`src/rtl/gpio_out_pkg.sv`:
```
package gpio_out_pkg;
  localparam int REC_PATHS = 2;
  localparam int REC_SEL_W = 2;
  localparam int CNT_W     = 2;

  typedef enum logic [1:0] {
    SRC_DATA = 2'd0,
    SRC_GEN  = 2'd1,
    SRC_REC  = 2'd2
  } pin_src_e;
endpackage

```
`src/rtl/gpio_data_reg.sv`:
```
module gpio_data_reg #(
  parameter int W = 24
) (
  input  logic         clk,
  input  logic         rst_n,
  input  logic         set_wr,
  input  logic [W-1:0] set_mask,
  input  logic         clr_wr,
  input  logic [W-1:0] clr_mask,
  output logic [W-1:0] q
);
  logic [W-1:0] q_nxt;
  logic         upd;

  // clear applied after set: clear wins on overlap
  always_comb begin
    upd   = set_wr | clr_wr;
    q_nxt = q;
    if (set_wr) q_nxt = q_nxt | set_mask;
    if (clr_wr) q_nxt = q_nxt & ~clr_mask;
  end

  always_ff @(posedge clk or negedge rst_n) begin
    if (!rst_n)   q <= '0;
    else if (upd) q <= q_nxt;
  end
endmodule

```
`src/rtl/gpio_rec_div.sv`:
```
module gpio_rec_div
  import gpio_out_pkg::*;
#(
  parameter int NLANE = 4,
  localparam int LSW  = (NLANE > 1) ? $clog2(NLANE) : 1
) (
  input  logic             clk,
  input  logic             rst_n,
  input  logic [NLANE-1:0] lane_stb,
  input  logic [LSW-1:0]   lane_sel,
  input  logic             div4,
  output logic             rec_clk
);
  logic [CNT_W-1:0] cnt, cnt_nxt;
  logic             adv;

  always_comb begin
    adv     = lane_stb[lane_sel];
    cnt_nxt = cnt + CNT_W'(1);
  end

  always_ff @(posedge clk or negedge rst_n) begin
    if (!rst_n)   cnt <= '0;
    else if (adv) cnt <= cnt_nxt;
  end

  assign rec_clk = div4 ? cnt[1] : cnt[0];
endmodule

```
`src/rtl/gpio_pin_mux.sv`:
```
module gpio_pin_mux
  import gpio_out_pkg::*;
#(
  parameter int NGEN = 4,
  localparam int GSW = (NGEN > 1) ? $clog2(NGEN) : 1
) (
  input  logic                 oe,
  input  logic                 dat,
  input  logic                 clk_en,
  input  logic [GSW-1:0]       clk_sel,
  input  logic [REC_SEL_W-1:0] rec_sel,
  input  logic [NGEN-1:0]      gen_clk,
  input  logic [REC_PATHS-1:0] rec_clk,
  output logic                 pad_o,
  output logic                 pad_en
);
  pin_src_e src;
  logic     val;

  always_comb begin
    if (rec_sel[0])  src = SRC_REC;
    else if (clk_en) src = SRC_GEN;
    else             src = SRC_DATA;

    case (src)
      SRC_REC: val = rec_clk[rec_sel[1]];
      SRC_GEN: val = gen_clk[clk_sel];
      default: val = dat;
    endcase

    pad_en = oe;
    pad_o  = oe & val;
  end
endmodule

```
`src/rtl/gpio_out_drv.sv`:
```
module gpio_out_drv
  import gpio_out_pkg::*;
#(
  parameter int NPIN  = 24,
  parameter int NGEN  = 4,
  parameter int NLANE = 4,
  localparam int GSW  = (NGEN > 1) ? $clog2(NGEN) : 1,
  localparam int LSW  = (NLANE > 1) ? $clog2(NLANE) : 1
) (
  input  logic                      clk,
  input  logic                      rst_n,
  input  logic                      set_wr,
  input  logic [NPIN-1:0]           set_mask,
  input  logic                      clr_wr,
  input  logic [NPIN-1:0]           clr_mask,
  output logic [NPIN-1:0]           set_rdata,
  output logic [NPIN-1:0]           clr_rdata,
  input  logic [NPIN-1:0]           pin_oe,
  input  logic [NPIN-1:0]           pin_clk_en,
  input  logic [NPIN*GSW-1:0]       pin_clk_sel,
  input  logic [NPIN*REC_SEL_W-1:0] pin_rec_sel,
  input  logic [NGEN-1:0]           gen_clk,
  input  logic [NLANE-1:0]          lane_stb,
  input  logic [REC_PATHS*LSW-1:0]  rec_lane_sel,
  input  logic [REC_PATHS-1:0]      rec_div4,
  output logic [NPIN-1:0]           pad_out,
  output logic [NPIN-1:0]           pad_oe
);
  logic                 rst_meta, rst_sync;
  logic [NPIN-1:0]      dat_q;
  logic [REC_PATHS-1:0] rec_clk;

  // asynchronous assert, synchronous release
  always_ff @(posedge clk or negedge rst_n) begin
    if (!rst_n) begin
      rst_meta <= 1'b0;
      rst_sync <= 1'b0;
    end else begin
      rst_meta <= 1'b1;
      rst_sync <= rst_meta;
    end
  end

  gpio_data_reg #(.W(NPIN)) u_dat (
    .clk      (clk),
    .rst_n    (rst_sync),
    .set_wr   (set_wr),
    .set_mask (set_mask),
    .clr_wr   (clr_wr),
    .clr_mask (clr_mask),
    .q        (dat_q)
  );

  assign set_rdata = dat_q;
  assign clr_rdata = dat_q;

  for (genvar k = 0; k < REC_PATHS; k++) begin : g_rec
    gpio_rec_div #(.NLANE(NLANE)) u_div (
      .clk      (clk),
      .rst_n    (rst_sync),
      .lane_stb (lane_stb),
      .lane_sel (rec_lane_sel[k*LSW +: LSW]),
      .div4     (rec_div4[k]),
      .rec_clk  (rec_clk[k])
    );
  end

  for (genvar i = 0; i < NPIN; i++) begin : g_pin
    gpio_pin_mux #(.NGEN(NGEN)) u_mux (
      .oe      (pin_oe[i]),
      .dat     (dat_q[i]),
      .clk_en  (pin_clk_en[i]),
      .clk_sel (pin_clk_sel[i*GSW +: GSW]),
      .rec_sel (pin_rec_sel[i*REC_SEL_W +: REC_SEL_W]),
      .gen_clk (gen_clk),
      .rec_clk (rec_clk),
      .pad_o   (pad_out[i]),
      .pad_en  (pad_oe[i])
    );
  end
endmodule

```
`config.mk`:
```
export PLATFORM = sky130hd
export DESIGN_NAME = gpio_out_drv
export DESIGN_NICKNAME = d
export VERILOG_FILES = /design/src/rtl/gpio_out_pkg.sv /design/src/rtl/gpio_data_reg.sv /design/src/rtl/gpio_rec_div.sv /design/src/rtl/gpio_pin_mux.sv /design/src/rtl/gpio_out_drv.sv
export SDC_FILE = /design/constraint.sdc
export NUM_CORES = 1
export LEC_CHECK = 0
export ABC_AREA = 1
export BUFFER_PORTS_ARGS = -buffer_cell sky130_fd_sc_hd__buf_4
export CAP_MARGIN = 25
export CORE_ASPECT_RATIO = 0.6
export CORE_MARGIN = 8
export CORE_UTILIZATION = 38
export DETAILED_ROUTE_END_ITERATION = 12
export HOLD_SLACK_MARGIN = 0.15
export PLACE_DENSITY = 0.79
export RECOVER_POWER = 100
export SLEW_MARGIN = 20
export SYNTH_ARGS = -nofsm -noshare
export SYNTH_HDL_FRONTEND = slang
export SYNTH_SLANG_ARGS = --single-unit
export TNS_END_PERCENT = 50
```
`constraint.sdc`:
```
create_clock -name clk -period 1.13 [get_ports clk]
set_input_delay 0.113 -clock clk [delete_from_list [all_inputs] [get_ports clk]]
set_output_delay 0.113 -clock clk [all_outputs]
set_load 0.05 [all_outputs]
```
==> out/summary.txt, run 1 <==
Leakage = 3.97 nW
YS warnings = 0
Initial drt markers = 279
Cells after synthesis = 685
Post-detailed-route count of antenna-violating nets = 0
Worst Slack Setup Final = -0.451 ns
Sw Ratio = 44.3%
Die Area = 14500 µm²
Flops & latches, synth = 30
Seq/Total Area, Yosys = 18.2%
Placed Cells = 1043
Worst-path clk slew = 0.06 ns
Routed vias = 5147
Min cycle time layout = 1.58 ns
Die Ht = 96.6 µm
RR Endpoint = u_dat.q[9]
N_diodes = 0
PnR Total Power = 8.40 mW
Synth Area in Compound Gates = 10.7%
Final design utilization = 63.8%
First-pass GRT wire length = 27.7 mm
WS Path Type = reg2out
Die width = 150 µm
Final HPWL DP = 14.8 mm
Drt via density = 4.77
Clk buf depth = 2
Worst Setup End Kind = output pin
Comb power frac = 61.4%
Sw Pwr = 3.72 mW
Total global routing overflow = 0
WHS Path Cells = 4
Yosys cell types = 18
Clock power share = 21.9%
Dominant synthesized flop cell = dfrtp_1
Total Routing Usage GR = 23.7%
Port Buf Inserts = 305
Hold WC Path Type = in2reg
# setup viols final = 35
Worst path required time = 1.02 ns
Slew @ Worst Pin = 0.654 ns
Post-Synth XOR/XNOR Area = 0.426%
Post-synthesis simple-gate area fraction = 37.5%
Starting Density = 39.0%
Largest vdd supply drop = 0.738 mV
Mean Syn Cell Area = 6.01 µm²
Synth Area in Adders = 0%
R2R cell count = 4
Share of post-route cells with drive strength above 1 = 38.4%
Fin Clk Skew = 0.00514 ns
# DRC = 0
Failing checks = setup timing
Fin. Hold Viols = 0
CP max stage delay = 0.39 ns
First-pass DRT Iterations = 5
CP arrival = 1.47 ns
Synthesis-to-layout area growth = 63.6%
RSZ-0062 raised after global routing = true
Core area = 10600 µm²
DP Worst Slack = -0.185 ns
Root buffer cell = clkbuf_16
CP max-delay cell = dfrtp_1
# nets final = 1149
Initial antenna violation count = 0
Routed Wire Length = 18.5 mm
Post-Syn Area = 4120 µm²
H-tree levels = 2
Reg2reg setup slack = 0.14 ns
Layout Cells excl Fill = 1079
Crit-path max FO = 6
CTS tree = built
Yosys top cell area share = 19.0%
Fmax = 0.633 GHz
Hold_sp = set_mask[15]
Internal power = 4.68 mW
Count leader, synth = nand2_1
Max-cap violation count = 0
TritonCTS Buffers = 5
Vias in the first global route = 5224
IO Pins = 306
Endpoint of the worst hold path = u_dat.q[15]
PD cells = 1250 nW/µm²
Top post-synthesis cells by area = buf_4 19%, dfrtp_1 18%, nand3_1 15%
Worst-skew pair later-pin latency = 0.28 ns
Commonest cells post-synth = 156 x nand2_1, 127 x inv_1, 122 x nand3_1, 104 x buf_4, 50 x a21oi_1
Syn Nets = 895
Sink Count = 30
Sequential power share = 16.7%
Largest net degree at the start of global routing = 25
Startpoint types = flop
Cell Rows = 29
Mux contribution to synthesized area = 0%
Cell taking the most area after synthesis = buf_4
Crit Reg-Reg Startpoint = u_dat.q[9]
Largest family of logic cells by synthesized area = simple AND/OR/NAND/NOR gates
Async S/R FF share, synth = 100%
Number of synthesized flops with an enable pin = 0
Buf+Inv Stages, Crit Path = 3
Wirelength per Cell = 17.1 µm
Status = complete, but fails checks
Critical path's top delay family = buffers and inverters
Hold WS = 0.175 ns
CP Cell Sequence = inv_2, nand2_8, clkbuf_16, nand3_1, nand3_2, nand2_2, nor2_2, buf_6
Fin. max-slew vios = 0
GP Congestion = 0.890
Final period util = 140%
Relative slew slack = 56.6%
-- power by group through the flow --
stage               sequential (mW)  combinational, mW  clock (mW)
floorplan                      1.40               3.41           0
global placement               1.41               4.71           0
detailed placement             1.42               4.77           0
CTS                            1.40               4.99        1.87
global route                   1.42               5.51        1.92
finish                         1.40               5.16        1.84
-- metrics by stage --
stage	setup TNS, ns	cell area (µm²)
after detailed placement	-3.44	6110
after floorplan	-0.237	4250
after global routing	-13.37	6730
final	-10.45	6730
after global placement	-2.68	6110
after CTS	-9.97	6700
-- worst min-delay path, delay by kind of cell --
| family | cells | cell delay [ns] |
|---|---|---|
| compound gates | 2 | 0.20 |
| buf+inv | 2 | 0.12 |
-- state kept, by name, summed over array words and instances, names as in the netlist --
name / flops
u_dat.q: 24
rst_sync: 1
rst_meta: 1
g_rec.u_div.cnt: 4
-- per-layer routing --
layer	global-route usage, %	share of wire [%]	up-vias
met4	4.97	1.1	0
met1	27.6	40	2328
li1	-	-	2554
met3	8.28	11	17
met5	0	0	-
met2	41.1	48	248
-- how the worst max path moves through the flow --
stage                       end  depth (start not counted)                   from
finish              pad_out[22]                          8  g_rec[1].u_div.cnt[1]
global route        pad_out[21]                          8  g_rec[0].u_div.cnt[0]
CTS                 pad_out[21]                          8  g_rec[1].u_div.cnt[1]
detailed placement   pad_out[1]                          8  g_rec[1].u_div.cnt[1]
global placement    pad_out[13]                          8  g_rec[1].u_div.cnt[1]
floorplan           pad_out[16]                          8  g_rec[0].u_div.cnt[0]
-- placed cells by master, fill, tap and decap left out --
cell type / count
nand4_1: 2
dfrtp_1: 30
a21o_1: 24
nand3_2: 14
buf_8: 1
nand2_1: 153
dlygate4sd3_1: 26
xor2_1: 2
nand3b_1: 24
clkbuf_8: 1
nand3_1: 108
inv_2: 4
inv_1: 124
nand2_2: 3
conb_1: 1
clkbuf_4: 28
nor2_2: 24
nand2_4: 3
o21ai_0: 2
bufinv_16: 2
buf_12: 13
buf_6: 38
clkbuf_16: 7
clkbuf_2: 2
clkbuf_1: 33
a21oi_1: 50
buf_2: 5
nand2_8: 1
buf_4: 215
-- cell families (layout without fill, tap and decap cells) --
| family | after synthesis | after routing |
|---|---|---|
| simple gates | 332 | 332 |
| other cells | 1 | 1 |
| compound gates | 76 | 76 |
| flops | 30 | 30 |
| xor+xnor | 2 | 2 |
| buf+inv | 244 | 499 |
-- cell type report --
| type | count | area, µm² |
|---|---|---|
| fill | 967 | 3830 |
| timing repair buffer | 363 | 3000 |
| multi-input combinational | 411 | 2130 |
| sequential | 30 | 751 |
| inverter | 128 | 480 |
| tap | 139 | 174 |
| clock buffer | 6 | 139 |
| clock inverter | 2 | 60.1 |
-- timing repair --
item,CTS,global route
setup endpoints to repair,26,36
gates resized for setup,35,32
buffers inserted,0,0
hold endpoints to repair,26,0
cloned,0,2
hold buffers,26,0
pin swaps,5,15
No activity file was read; power rests on OpenSTA's default activity.
==> run 2, diff against run 1 <==
Settings changed: CORE_MARGIN 8 to 4.
==> out/summary.txt, run 2 (synthesis results as in run 1) <==
Total Routing Usage GR = 25.2% (was 23.7%)
# DRC = 0 (unchanged)
Routed vias = 5206 (was 5147)
Seq. cell area = 751 µm² (unchanged)
Root buffer cell = clkbuf_16 (unchanged)
Wirelength per Cell = 15.8 µm (was 17.1 µm)
First-pass DRT Iterations = 5 (unchanged)
Biggest regs = u_dat.q (24), g_rec.u_div.cnt (4) (unchanged)
Most flops, register = u_dat.q (unchanged)
CTS tree = built (unchanged)
DP Worst Slack = -0.261 ns (was -0.185 ns)
IO Pins = 306 (unchanged)
Clk buf depth = 2 (unchanged)
Commonest non-fill, non-tap cell in the layout = buf_4 (unchanged)
Vias in the first global route = 4982 (was 5224)
GP Congestion = 0.863 (was 0.890)
Initial drt markers = 327 (was 279)
Worst Setup End Kind = output pin (unchanged)
Final HPWL DP = 12.8 mm (was 14.8 mm)
Die width = 142 µm (was 150 µm)
Starting Density = 39.0% (unchanged)
H-tree levels = 2 (unchanged)
N_diodes = 0 (unchanged)
Fin Clk Skew = 0.00451 ns (was 0.00514 ns)
Commonest non-fill, non-tap cells in the layout = 222 x buf_4, 154 x nand2_1, 124 x inv_1 (was 215 x buf_4, 153 x nand2_1, 124 x inv_1)
Max-cap violation count = 0 (unchanged)
Sink Count = 30 (unchanged)
Drt via density = 4.83 (was 4.77)
Max reg flops = 24 (unchanged)
Startpoint types = flop (unchanged)
PnR Total Power = 7.81 mW (was 8.40 mW)
Most frequent CP cell = nand3_1
Synthesis-to-layout area growth = 60.0% (was 63.6%)
Min cycle time layout = 1.58 ns (about the same)
GRT met2 Usage = 44.1% (was 41.1%)
Largest vdd supply drop = 0.756 mV (was 0.738 mV)
Hold WS = 0.181 ns (was 0.175 ns)
PD cells = 1190 nW/µm² (was 1250 nW/µm²)
Post-route cell area = 6590 µm² (was 6730 µm²)
First-pass GRT wire length = 25.2 mm (was 27.7 mm)
Initial antenna violation count = 0 (unchanged)
Filler cells = 984 (was 967)
Worst Slack Setup Final = -0.448 ns (was -0.451 ns)
Placed instance area = 6050 µm² (was 6110 µm²)
Port Buf Inserts = 305 (unchanged)
TritonCTS Buffers = 5 (unchanged)
CP Cell Sequence = inv_2, nand2_4, buf_12, nand3_1, nand3_1, nand2_1, nor2_2, buf_6 (was inv_2, nand2_8, clkbuf_16, nand3_1, nand3_2, nand2_2, nor2_2, buf_6)
CP arrival = 1.47 ns (about the same)
Fin. max-slew vios = 0 (unchanged)
Core area = 10600 µm² (unchanged)
Failing checks = setup timing (unchanged)
Final period util = 140% (about the same)
Fmax = 0.634 GHz (was 0.633 GHz)
GR Util met3 = 4.97% (was 8.28%)
RSZ-0062 raised after global routing = true (unchanged)
Area of the multi-input gates = 2120 µm² (was 2130 µm²)
Routed Wire Length = 17.0 mm (was 18.5 mm)
Met1 Use GR = 32.7% (was 27.6%)
Die Area = 12600 µm² (was 14500 µm²)
Gr busiest metal = met2 (unchanged)
# nets final = 1149 (unchanged)
Crit-path max FO = 13 (was 6)
# setup viols final = 32 (was 35)
Hold WC Path Type = in2reg (unchanged)
Status = complete, but fails checks (unchanged)
Worst-path clk slew = 0.05 ns (was 0.06 ns)
Slew @ Worst Pin = 0.795 ns (was 0.654 ns)
Share of post-route cells with drive strength above 1 = 37.5% (was 38.4%)
Die Ht = 88.6 µm (was 96.6 µm)
Total global routing overflow = 0 (unchanged)
CP max stage delay = 0.37 ns (was 0.39 ns)
Cell Rows = 29 (unchanged)
WS Path Type = reg2out (unchanged)
Leakage = 3.90 nW (was 3.97 nW)
Post-detailed-route count of antenna-violating nets = 0 (unchanged)
Largest net degree at the start of global routing = 29 (was 25)
Worst path required time = 1.02 ns (about the same)
Worst-skew pair later-pin latency = 0.28 ns (about the same)
Relative slew slack = 47.0% (was 56.6%)
CP max-delay cell = dfrtp_1 (unchanged)
Fin. Hold Viols = 0 (unchanged)
-- run 2: changes by cell type in the layout (fill, tap and decap cells not counted), sizes merged --
| cell | previous run | this run |
|---|---|---|
| buf | 272 | 275 |
| bufinv | 2 | 0 |
| clkbuf | 71 | 67 |
| nand2 | 160 | 161 |
-- run 2: layout make-up --
| class | count | area share, % |
|---|---|---|
| tap | 139 | 2.64 |
| clock buffer | 6 | 2.11 |
| timing repair buffer | 362 | 44.4 |
| inverter | 128 | 7.33 |
| sequential | 30 | 11.4 |
| multi-input combinational | 412 | 32.1 |
-- run 2: path summary, 6_finish.rpt --
path | depth (start not counted) | slack [ns] | to | start
setup reg to reg | 4 | 0.20 | u_dat.q[18] | u_dat.q[18]
min in group asynchronous | 1 | 0.41 | u_dat.q[7] | rst_sync
setup / recovery | 8 | -0.45 | pad_out[7] | g_rec[1].u_div.cnt[0]
max in group asynchronous | 1 | 0.22 | u_dat.q[18] | rst_sync
hold / removal | 4 | 0.18 | u_dat.q[1] | set_mask[1]
hold reg to reg | 0 | 0.35 | rst_sync | rst_meta
-- run 2: layer usage --
layer  up-vias  wire length (µm)
met4         0               299
met5         -                 0
li1       2558                 -
met2       246              8180
met3        24              1460
met1      2378              7050
-- run 2: worst max-delay path: cells and delay by family (launching register included) --
| family | cells | cell delay (ns) |
|---|---|---|
| buf+inv | 3 | 0.38 |
| flops | 1 | 0.37 |
| simple gates | 5 | 0.43 |
-- run 2: repair_timing --
action | in CTS | in global routing
pin swaps | 5 | 1
buffers inserted | 3 | 1
hold buffers | 26 | 0
endpoints found under the hold margin | 26 | 0
setup endpoints to repair | 24 | 30
cloned | 2 | 0
gates resized for setup | 34 | 26
-- run 2: stage by stage --
stage          utilization [%]  cells  TNS (ns)
5_1_grt                   62.4   1077    -12.91
2_1_floorplan                -    685    -0.237
3_5_place_dp              57.3   1039     -5.28
3_3_place_gp              57.3   1039     -4.47
6_report                  62.4   1077    -10.20
4_1_cts                   62.7   1076    -10.29
-- run 2: where the power goes --
group / internal [mW] / total (mW) / switching (mW) / leakage (nW)
sequential: 1.25 / 1.41 / 0.159 / 0.360
combinational: 2.00 / 5.05 / 3.05 / 3.47
clock: 0.852 / 1.35 / 0.493 / 0.0688
total: 4.10 / 7.81 / 3.70 / 3.90
